**config.mk**
```make
export PLATFORM = sky130hd
export DESIGN_NAME = uart_os_rx
export DESIGN_NICKNAME = d
export VERILOG_FILES = /design/src/rtl/uart_os_pkg.sv /design/src/rtl/uart_os_edge.sv /design/src/rtl/uart_os_phase.sv /design/src/rtl/uart_os_vote.sv /design/src/rtl/uart_os_ctrl.sv /design/src/rtl/uart_os_rx.sv
export SDC_FILE = /design/constraint.sdc
export NUM_CORES = 1
export LEC_CHECK = 0
export BUFFER_PORTS_ARGS = -buffer_cell sky130_fd_sc_hd__buf_2
export CORE_ASPECT_RATIO = 1.2
export CORE_MARGIN = 2
export CORE_UTILIZATION = 25
export DETAILED_ROUTE_END_ITERATION = 8
export GPL_TIMING_DRIVEN = 0
export PLACE_DENSITY_LB_ADDON = 0.25
export SYNTH_ARGS = -nofsm -noshare
export SYNTH_HDL_FRONTEND = slang
export SYNTH_SLANG_ARGS = --single-unit
```
**constraint.sdc**
```tcl
create_clock -name clk -period 3.05 [get_ports clk]
set_input_delay 0.4575 -clock clk [delete_from_list [all_inputs] [get_ports clk]]
set_output_delay 0.4575 -clock clk [all_outputs]
set_load 0.01 [all_outputs]
```
**src/rtl/uart_os_pkg.sv**
```systemverilog
package uart_os_pkg;

    typedef enum logic [1:0] {
        RX_IDLE  = 2'd0,
        RX_START = 2'd1,
        RX_DATA  = 2'd2,
        RX_STOP  = 2'd3
    } rx_state_e;

    typedef struct packed {
        logic decide;
        logic value;
        logic noisy;
    } bit_vote_t;

    function automatic logic maj3(input logic a, input logic b, input logic c);
        return (a & b) | (a & c) | (b & c);
    endfunction

    function automatic logic split3(input logic a, input logic b, input logic c);
        return !((a == b) && (b == c));
    endfunction

endpackage

```
**src/rtl/uart_os_edge.sv**
```systemverilog
module uart_os_edge (
    input  logic clk,
    input  logic rst,
    input  logic rt_tick,
    input  logic rx_in,
    output logic fall
);
    logic last_lvl;

    always_ff @(posedge clk) begin
        if (rst)
            last_lvl <= 1'b1;
        else if (rt_tick)
            last_lvl <= rx_in;
    end

    assign fall = rt_tick & last_lvl & ~rx_in;
endmodule

```
**src/rtl/uart_os_phase.sv**
```systemverilog
module uart_os_phase #(
    parameter  int RT_PER_BIT = 16,
    localparam int CW         = $clog2(RT_PER_BIT + 1)
) (
    input  logic          clk,
    input  logic          rst,
    input  logic          rt_tick,
    input  logic          busy,
    input  logic          start_go,
    input  logic          fall,
    output logic [CW-1:0] rt_now,
    output logic          bit_adv
);
    localparam logic [CW-1:0] PH_ONE  = CW'(1);
    localparam logic [CW-1:0] PH_LAST = CW'(RT_PER_BIT);
    localparam logic [CW-1:0] WIN_LO  = CW'(RT_PER_BIT / 2);
    localparam logic [CW-1:0] WIN_HI  = CW'(RT_PER_BIT / 2 + 2);

    logic [CW-1:0] ph_q;
    logic [CW-1:0] ph_nat;

    always_comb begin
        ph_nat  = (ph_q == PH_LAST) ? PH_ONE : ph_q + PH_ONE;
        rt_now  = ph_nat;
        bit_adv = 1'b0;
        if (busy && rt_tick) begin
            if (ph_nat == PH_ONE)
                bit_adv = 1'b1;
            if (fall && (ph_nat < WIN_LO || ph_nat > WIN_HI)) begin
                rt_now = PH_ONE;
                if (ph_nat > WIN_HI)
                    bit_adv = 1'b1;
            end
        end
    end

    always_ff @(posedge clk) begin
        if (rst)
            ph_q <= PH_ONE;
        else if (start_go)
            ph_q <= PH_ONE;
        else if (busy && rt_tick)
            ph_q <= rt_now;
    end
endmodule

```
**src/rtl/uart_os_vote.sv**
```systemverilog
module uart_os_vote
    import uart_os_pkg::*;
#(
    parameter  int RT_PER_BIT = 16,
    localparam int CW         = $clog2(RT_PER_BIT + 1)
) (
    input  logic          clk,
    input  logic          rst,
    input  logic          rt_tick,
    input  logic          busy,
    input  logic [CW-1:0] rt_now,
    input  logic          rx_in,
    output bit_vote_t     vote
);
    localparam logic [CW-1:0] PH_A = CW'(RT_PER_BIT / 2);
    localparam logic [CW-1:0] PH_B = CW'(RT_PER_BIT / 2 + 1);
    localparam logic [CW-1:0] PH_C = CW'(RT_PER_BIT / 2 + 2);

    logic smp_a, smp_b;

    always_ff @(posedge clk) begin
        if (rst) begin
            smp_a <= 1'b1;
            smp_b <= 1'b1;
        end else if (busy && rt_tick) begin
            if (rt_now == PH_A) smp_a <= rx_in;
            if (rt_now == PH_B) smp_b <= rx_in;
        end
    end

    always_comb begin
        vote.decide = busy && rt_tick && (rt_now == PH_C);
        vote.value  = maj3(smp_a, smp_b, rx_in);
        vote.noisy  = split3(smp_a, smp_b, rx_in);
    end
endmodule

```
**src/rtl/uart_os_ctrl.sv**
```systemverilog
module uart_os_ctrl
    import uart_os_pkg::*;
#(
    parameter  int DATA_W = 9,
    localparam int IW     = $clog2(DATA_W)
) (
    input  logic              clk,
    input  logic              rst,
    input  logic              start_go,
    input  logic              long_char,
    input  bit_vote_t         vote,
    input  logic              bit_adv,
    output logic              busy,
    output logic              frame_long,
    output logic [DATA_W-1:0] rx_word,
    output logic              rx_valid,
    output logic              noise_err,
    output logic              frame_err
);
    localparam logic [IW-1:0] IDX_LONG  = IW'(DATA_W - 1);
    localparam logic [IW-1:0] IDX_SHORT = IW'(DATA_W - 2);

    rx_state_e         state;
    logic [IW-1:0]     bit_idx;
    logic [DATA_W-1:0] data_sr;
    logic              noise_acc;
    logic [IW-1:0]     last_idx;

    assign busy     = (state != RX_IDLE);
    assign last_idx = frame_long ? IDX_LONG : IDX_SHORT;

    always_ff @(posedge clk) begin
        if (rst) begin
            state      <= RX_IDLE;
            bit_idx    <= '0;
            data_sr    <= '0;
            noise_acc  <= 1'b0;
            frame_long <= 1'b0;
            rx_word    <= '0;
            rx_valid   <= 1'b0;
            noise_err  <= 1'b0;
            frame_err  <= 1'b0;
        end else begin
            rx_valid <= 1'b0;
            unique case (state)
                RX_IDLE: begin
                    if (start_go) begin
                        state      <= RX_START;
                        bit_idx    <= '0;
                        data_sr    <= '0;
                        noise_acc  <= 1'b0;
                        frame_long <= long_char;
                    end
                end
                RX_START: begin
                    if (vote.decide) begin
                        noise_acc <= vote.noisy;
                        if (vote.value)
                            state <= RX_IDLE;
                    end else if (bit_adv) begin
                        state <= RX_DATA;
                    end
                end
                RX_DATA: begin
                    if (vote.decide) begin
                        data_sr[bit_idx] <= vote.value;
                        noise_acc        <= noise_acc | vote.noisy;
                    end else if (bit_adv) begin
                        if (bit_idx == last_idx)
                            state <= RX_STOP;
                        else
                            bit_idx <= bit_idx + IW'(1);
                    end
                end
                RX_STOP: begin
                    if (vote.decide) begin
                        rx_word   <= data_sr;
                        noise_err <= noise_acc | vote.noisy;
                        frame_err <= ~vote.value;
                        rx_valid  <= 1'b1;
                        state     <= RX_IDLE;
                    end
                end
                default: state <= RX_IDLE;
            endcase
        end
    end
endmodule

```
**src/rtl/uart_os_rx.sv**
```systemverilog
module uart_os_rx
    import uart_os_pkg::*;
#(
    parameter  int RT_PER_BIT = 16,
    parameter  int DATA_W     = 9,
    localparam int CW         = $clog2(RT_PER_BIT + 1)
) (
    input  logic              clk,
    input  logic              rst,
    input  logic              rt_tick,
    input  logic              rx_in,
    input  logic              long_char,
    output logic [DATA_W-1:0] rx_word,
    output logic              rx_valid,
    output logic              noise_err,
    output logic              frame_err
);
    logic          fall;
    logic          busy;
    logic          start_go;
    logic          bit_adv;
    logic          frame_long;
    logic [CW-1:0] rt_now;
    bit_vote_t     vote;

    assign start_go = fall & ~busy;

    uart_os_edge u_edge (
        .clk     (clk),
        .rst     (rst),
        .rt_tick (rt_tick),
        .rx_in   (rx_in),
        .fall    (fall)
    );

    uart_os_phase #(.RT_PER_BIT(RT_PER_BIT)) u_phase (
        .clk      (clk),
        .rst      (rst),
        .rt_tick  (rt_tick),
        .busy     (busy),
        .start_go (start_go),
        .fall     (fall),
        .rt_now   (rt_now),
        .bit_adv  (bit_adv)
    );

    uart_os_vote #(.RT_PER_BIT(RT_PER_BIT)) u_vote (
        .clk     (clk),
        .rst     (rst),
        .rt_tick (rt_tick),
        .busy    (busy),
        .rt_now  (rt_now),
        .rx_in   (rx_in),
        .vote    (vote)
    );

    uart_os_ctrl #(.DATA_W(DATA_W)) u_ctrl (
        .clk        (clk),
        .rst        (rst),
        .start_go   (start_go),
        .long_char  (long_char),
        .vote       (vote),
        .bit_adv    (bit_adv),
        .busy       (busy),
        .frame_long (frame_long),
        .rx_word    (rx_word),
        .rx_valid   (rx_valid),
        .noise_err  (noise_err),
        .frame_err  (frame_err)
    );
endmodule

```
# Word-level counts from Yosys, hierarchy flattened
# Index checks and enable logic that the tools add are counted.
[op_classes] n_reduce_logical=21 div_mod_pow=0 n_lt_le_gt_ge=4 mul=0 bitwise_logic=13 n_mux=33 n_shift=0 eq_ne=21 add_sub_neg=2
[op_table] cell="4-bit 2-to-1 mux" n=5
[op_table] cell="9-bit 2-to-1 mux" n=2
[op_table] cell="9-bit case mux with 2 select lines" n=1
[op_table] cell="2-bit 2-to-1 mux" n=8
[op_table] cell="5-bit by 4-bit equality test with 1-bit output (second input constant)" n=3
[op_table] cell="5-bit 2-to-1 mux" n=3
[op_table] cell="9-bit bitwise mux" n=1
[op_table] cell="1-bit 2-to-1 mux" n=9
[op_table] cell="2-bit by 1-bit inequality test with 1-bit output (second input constant)" n=4
[op_table] cell="2-bit inequality test (second input constant)" n=4
[op_table] cell="2-bit case mux with 4 select lines" n=1
[op_table] cell="4-bit case mux with 2 select lines" n=1
[op_table] cell="2-bit AND reduction" n=4
[op_table] cell="7-bit AND reduction" n=1
[op_table] cell="1-bit bitwise AND" n=6
[op_table] cell="5-bit by 1-bit adder with 5-bit output (second input constant)" n=1
[op_table] cell="5-bit by 1-bit equality test with 1-bit output (second input constant)" n=1
[op_table] cell="5-bit equality test (second input constant)" n=1
[op_table] cell="5-bit by 4-bit > comparator with 1-bit output (second input constant)" n=1
[op_table] cell="1-bit logical AND" n=5
[op_table] cell="4-bit by 5-bit less-than comparator with 1-bit output (second input constant)" n=1
[op_table] cell="5-bit by 4-bit less-than comparator with 1-bit output (second input constant)" n=1
[op_table] cell="5-bit AND reduction" n=1
[op_table] cell="4-bit by 1-bit adder with 4-bit output (second input constant)" n=1
[op_table] cell="other kinds (19)" n=28
[word_totals] latch_bits=0 word_cells=107 ramBits=0 rom_bits=0 register_bits=37 memories=0 out_inout_bits=12

# Longest topological paths before layout
[depth] depth_word=11 depth_mapped=11 ltp_nobuf=9

# Cells and area by module
# A second synthesis with hierarchy kept.
[unflattened] cells_unflattened=281 hier_area_um2=2307.2
[by_module_without_submodules] module="uart_os_ctrl" seq_area_each_um2=580.6 area_per_inst_um2=1485.2 cells_per_inst=184 n_inst=1
[by_module_without_submodules] module="uart_os_phase" seq_area_each_um2=100.1 area_per_inst_um2=600.6 cells_per_inst=75 n_inst=1
[by_module_without_submodules] module="uart_os_vote" seq_area_each_um2=40.0 area_per_inst_um2=162.7 cells_per_inst=17 n_inst=1
[by_module_without_submodules] module="uart_os_edge" seq_area_each_um2=20.0 area_per_inst_um2=45.0 cells_per_inst=4 n_inst=1
[by_module_without_submodules] module="uart_os_rx" seq_area_each_um2=0.0 area_per_inst_um2=13.8 cells_per_inst=1 n_inst=1

# Least setup slack after synthesis
# Ideal clock, no wire load.
[synth_path] path_kind="reg-to-reg" start="register u_phase.ph_q[0]" end="register u_ctrl.bit_idx[3]" t_arrival_ns=2.247 setup_slack_ns=0.733 synth_period_minus_slack_ns=2.317 setup_ns=0.070 stages_incl_launch_ff=11 cell_sequence="dfxtp_1 -> buf_2 -> inv_1 -> ha_1 -> o21bai_1 -> o2bb2ai_1 -> and4b_1 -> o31ai_2 -> nor2_1 -> mux2_2 -> a21oi_1"
[synth_between] elab_chain_cells=11
[synth_lines] element="start: declaration" line_no="uart_os_phase.sv:19" rtl="logic [CW-1:0] ph_q;"
[synth_lines] element="start signal: assignment" line_no="uart_os_phase.sv:43" rtl="ph_q <= rt_now;"
[synth_lines] element="5-bit by 1-bit adder with 5-bit output / 5-bit equality test (equally long branches)" line_no="uart_os_phase.sv:23" rtl="ph_nat = (ph_q == PH_LAST) ? PH_ONE : ph_q + PH_ONE;"
[synth_lines] element="5-bit 2-to-1 mux *" line_no="uart_os_phase.sv:23"
[synth_lines] element="5-bit by 4-bit less-than comparator with 1-bit output / 5-bit by 4-bit > comparator with 1-bit output (equally long branches)" line_no="uart_os_phase.sv:29, uart_os_phase.sv:31"
[synth_lines] element="1-bit logical OR" line_no="uart_os_phase.sv:29" rtl="if (fall && (ph_nat < WIN_LO || ph_nat > WIN_HI)) begin"
[synth_lines] element="1-bit logical AND" line_no="uart_os_phase.sv:29"
[synth_lines] element="5-bit 2-to-1 mux" line_no="uart_os_phase.sv:29"
[synth_lines] element="5-bit 2-to-1 mux" line_no="uart_os_phase.sv:26" rtl="if (busy && rt_tick) begin"
[synth_lines] element="5-bit by 4-bit equality test with 1-bit output" line_no="uart_os_vote.sv:32" rtl="vote.decide = busy && rt_tick && (rt_now == PH_C);"
[synth_lines] element="1-bit logical AND" line_no="uart_os_vote.sv:32"
[synth_lines] element="2-bit inequality test (no source line)"
[synth_lines] element="5-bit AND reduction (no source line) *"
[synth_lines] element="end signal: assignment" line_no="uart_os_ctrl.sv:72" rtl="bit_idx <= bit_idx + IW'(1);"
[synth_lines] element="end: declaration" line_no="uart_os_ctrl.sv:24" rtl="logic [IW-1:0] bit_idx;"
# Every way passes the cells marked *; elsewhere a longest branch is shown, timed or not.
# A chain may end at the register's enable or synchronous reset.

# Worst setup path after layout
# Ends and elaborated chain as after synthesis.

==> impl_metrics.toml <==
[floorplanning]
die_area_um2 = 9190
start_util_pct = 25.9
die_y_um = 105
io_pins = 17
die_w_um = 87.9
core_um2 = 8150
rows = 36

[outcome]
status = "finished clean"

[routing]
dr.pass1.iters = 4
drc = 0
wl_per_cell_um = 12.6
postRouteAntennaNets = 0
viasPerCell = 4.60
vias = 1805
routed_wl_um = 4930
drt_iter0_drc = 80

[placement]
placed_area_um2 = 2330
gp_congestion = 0.813
dpl.hpwl_um = 3570
numPortBuffers = 15
pre_cts_slack_ns = 0.384

[critical_path]
crit_slowest_cell = "nor2_1"
critPathMaxStageDelay_ns = 0.42
crit_buf_inv = 2
worstPathCellList = "buf_2 > inv_1 > ha_1 > o21bai_1 > o2bb2ai_1 > and4b_1 > o31ai_2 > nor2_1 > mux2_2 > a21oi_1"
worstSetupEndpointType = "flop"
cp.required_ns = 3.27
crit_family = "simple AND/OR/NAND/NOR gates"
crit_arrival_ns = 2.95
start_kind = "flop"
critPathMaxFanout = 9
worstSetupPathType = "reg -> reg"

[power]
total_power_mw = 1.22
p_sw_share_pct = 31.6
p_leak_nw = 0.970
p_switching_mw = 0.385
power_frac_comb_pct = 22.2
p_seq_share_pct = 41.9
internal-power_mw = 0.836
ir_drop_v = 0.000262
power.share.clock_pct = 35.9
power_per_cell_area_nw_per_um2 = 500

[timing]
finalMaxSlewViolations = 0
setup_violations = 0
maxSlewHeadroom_pct = 53.5
final_hold_viol_count = 0
worst_pin_slew_ns = 0.693
period_needed_ns = 2.73
fin_crit_sh_pct = 89.4
whs_ns = 0.398
final.setup.worst_slack_ns = 0.323
fin_skew_ns = 0.00526
tns_ns = 0
rsz0062_at_grt = "no"
clock.fmax_mhz = 367

[clock_network]
cts_setup_buffers = 0
postCtsHoldBufs = 0
cts_inserted_buffers = 5
cts-resized-gates = 0
cts_max_level = 2
cts_tree = "done"
cts_buffer_depth = 2
cts_root_buffer = "clkbuf_8"
cts.sinks = 37
path_clk_slew_ns = 0.08
clock_latency_ns = 0.29

[job]
cap_viol_max_count = 0

[global_routing]
grtUsageTotal_pct = 11.3
grt_max_degree = 14
antenna_found_initial = 0
grt_pass1_wl_um = 8370
grt_overflow = 0
grt_pass1_vias = 1655

[synthesis]
yosysWarningCount = 0
syn-num-nets = 273
synth_common_cells = "nor2_1, dfxtp_1, a21oi_1, nand2_1"
synth_cell_type_count = 53
synth-seq-cells = 37
yosys_most_used_dff = "dfxtp_1"
synth_edf_count = 0
postSynthCellCount = 255
async_reset_ff_share_pct = 0
seq_area_frac_synth_pct = 35.1
yosys.area.top_type_share_pct = 35.1
syn-cell-area_um2 = 2110
synth.area.top_cells = "dfxtp_1, ha_1, nor2_1"
synth_area_per_cell_um2 = 8.27
yosysMostFrequentCell = "nor2_1"
yosysTopAreaCell = "dfxtp_1"

[cells_and_area]
register_area_um2 = 741
multiInputGateArea_um2 = 1290
drive_gt1_share_pct = 13.7
fillCellCount = 885
fin_area_um2 = 2440
insertedDiodeCount = 0
syn_to_final_growth_pct = 15.8
num-nets-final = 295

[min_path]
hold_path_class = "in -> reg"
state kept, by name, indices dropped and copies added (netlist names), 4 cells and up, named ones only:
name / cells
u_ctrl.data_sr: 9
u_phase.ph_q: 5
u_ctrl.bit_idx: 4
u_ctrl.rx_word: 9
final timing paths:
check                                  startpoint                end  slack [ns]  cells after the start
worst max-delay path              u_phase.ph_q[0]  u_ctrl.bit_idx[3]        0.32                     10
worst min-delay path                    long_char  u_ctrl.frame_long        0.40                      3
worst max register to register    u_phase.ph_q[0]  u_ctrl.bit_idx[3]        0.32                     10
worst min register to register  u_ctrl.data_sr[1]  u_ctrl.data_sr[1]        0.49                      2
cell type report:
class	count	area share, %
buffer	11	2.05
clock buffer	5	2.82
clock inverter	3	1.90
inverter	8	1.23
multi-input combinational	199	52.8
sequential	37	30.3
tap	114	5.84
timing repair buffer	15	3.07
per-layer routing:
| layer | wire length (um) | vias to the layer above | GRT usage (%) |
|---|---|---|---|
| li1 | - | 934 | - |
| met1 | 2420 | 848 | 15.2 |
| met2 | 2330 | 16 | 18.2 |
| met3 | 104 | 7 | 1.97 |
| met4 | 73 | 0 | 3.74 |
| met5 | 0 | - | 0 |
layout by cell type (no fill, tap or decap), types with 6 or more instances in the layout:
cell      Yosys  final
nor2_1       40     40
dfxtp_1      37     37
a21oi_1      21     21
nand2_1      21     21
buf_2         4     19
nand2b_1     15     15
o21ai_0      15     15
mux2i_1      14     14
ha_1         13     13
inv_1         8      8
clkbuf_1      6      6
worst register-to-register path: cells and delay by family (launching register included):
| kind | cells | cell delay (ns) |
|---|---|---|
| AND/OR/NAND/NOR | 2 | 0.68 |
| flip-flops | 1 | 0.34 |
| buffers and inverters | 2 | 0.28 |
| multiplexers | 1 | 0.39 |
| adder cells (fa/ha/maj) | 1 | 0.36 |
| AO/OA/AOI/OAI | 4 | 0.62 |
stage by stage:
| step | std cells | utilization, % |
|---|---|---|
| 2_1_floorplan | 255 | - |
| 3_3_place_gp | 384 | 28.5 |
| 3_5_place_dp | 384 | 28.5 |
| 4_1_cts | 392 | 30.0 |
| 5_1_grt | 392 | 30.0 |
| 6_report | 392 | 30.0 |
power by group through the flow:
stage               Sequential (mW)  Clock [mW]  Combinational [mW]
floorplan                     0.519           0               0.210
global placement              0.523           0               0.271
detailed placement            0.523           0               0.270
CTS                           0.512       0.455               0.271
global route                  0.515       0.480               0.308
finish                        0.511       0.438               0.271
logic make-up after synthesis:
logic type | share of synthesized area, %
buffers and inverters | 3.80
AOI/OAI and AO/OA | 19.2
and+or+nand+nor | 25.8
xor gates and xnor gates | 1.25
adders and majority gates | 7.71
DFF | 35.1
muxes | 7.18
Power figures use the tool's default switching activity.
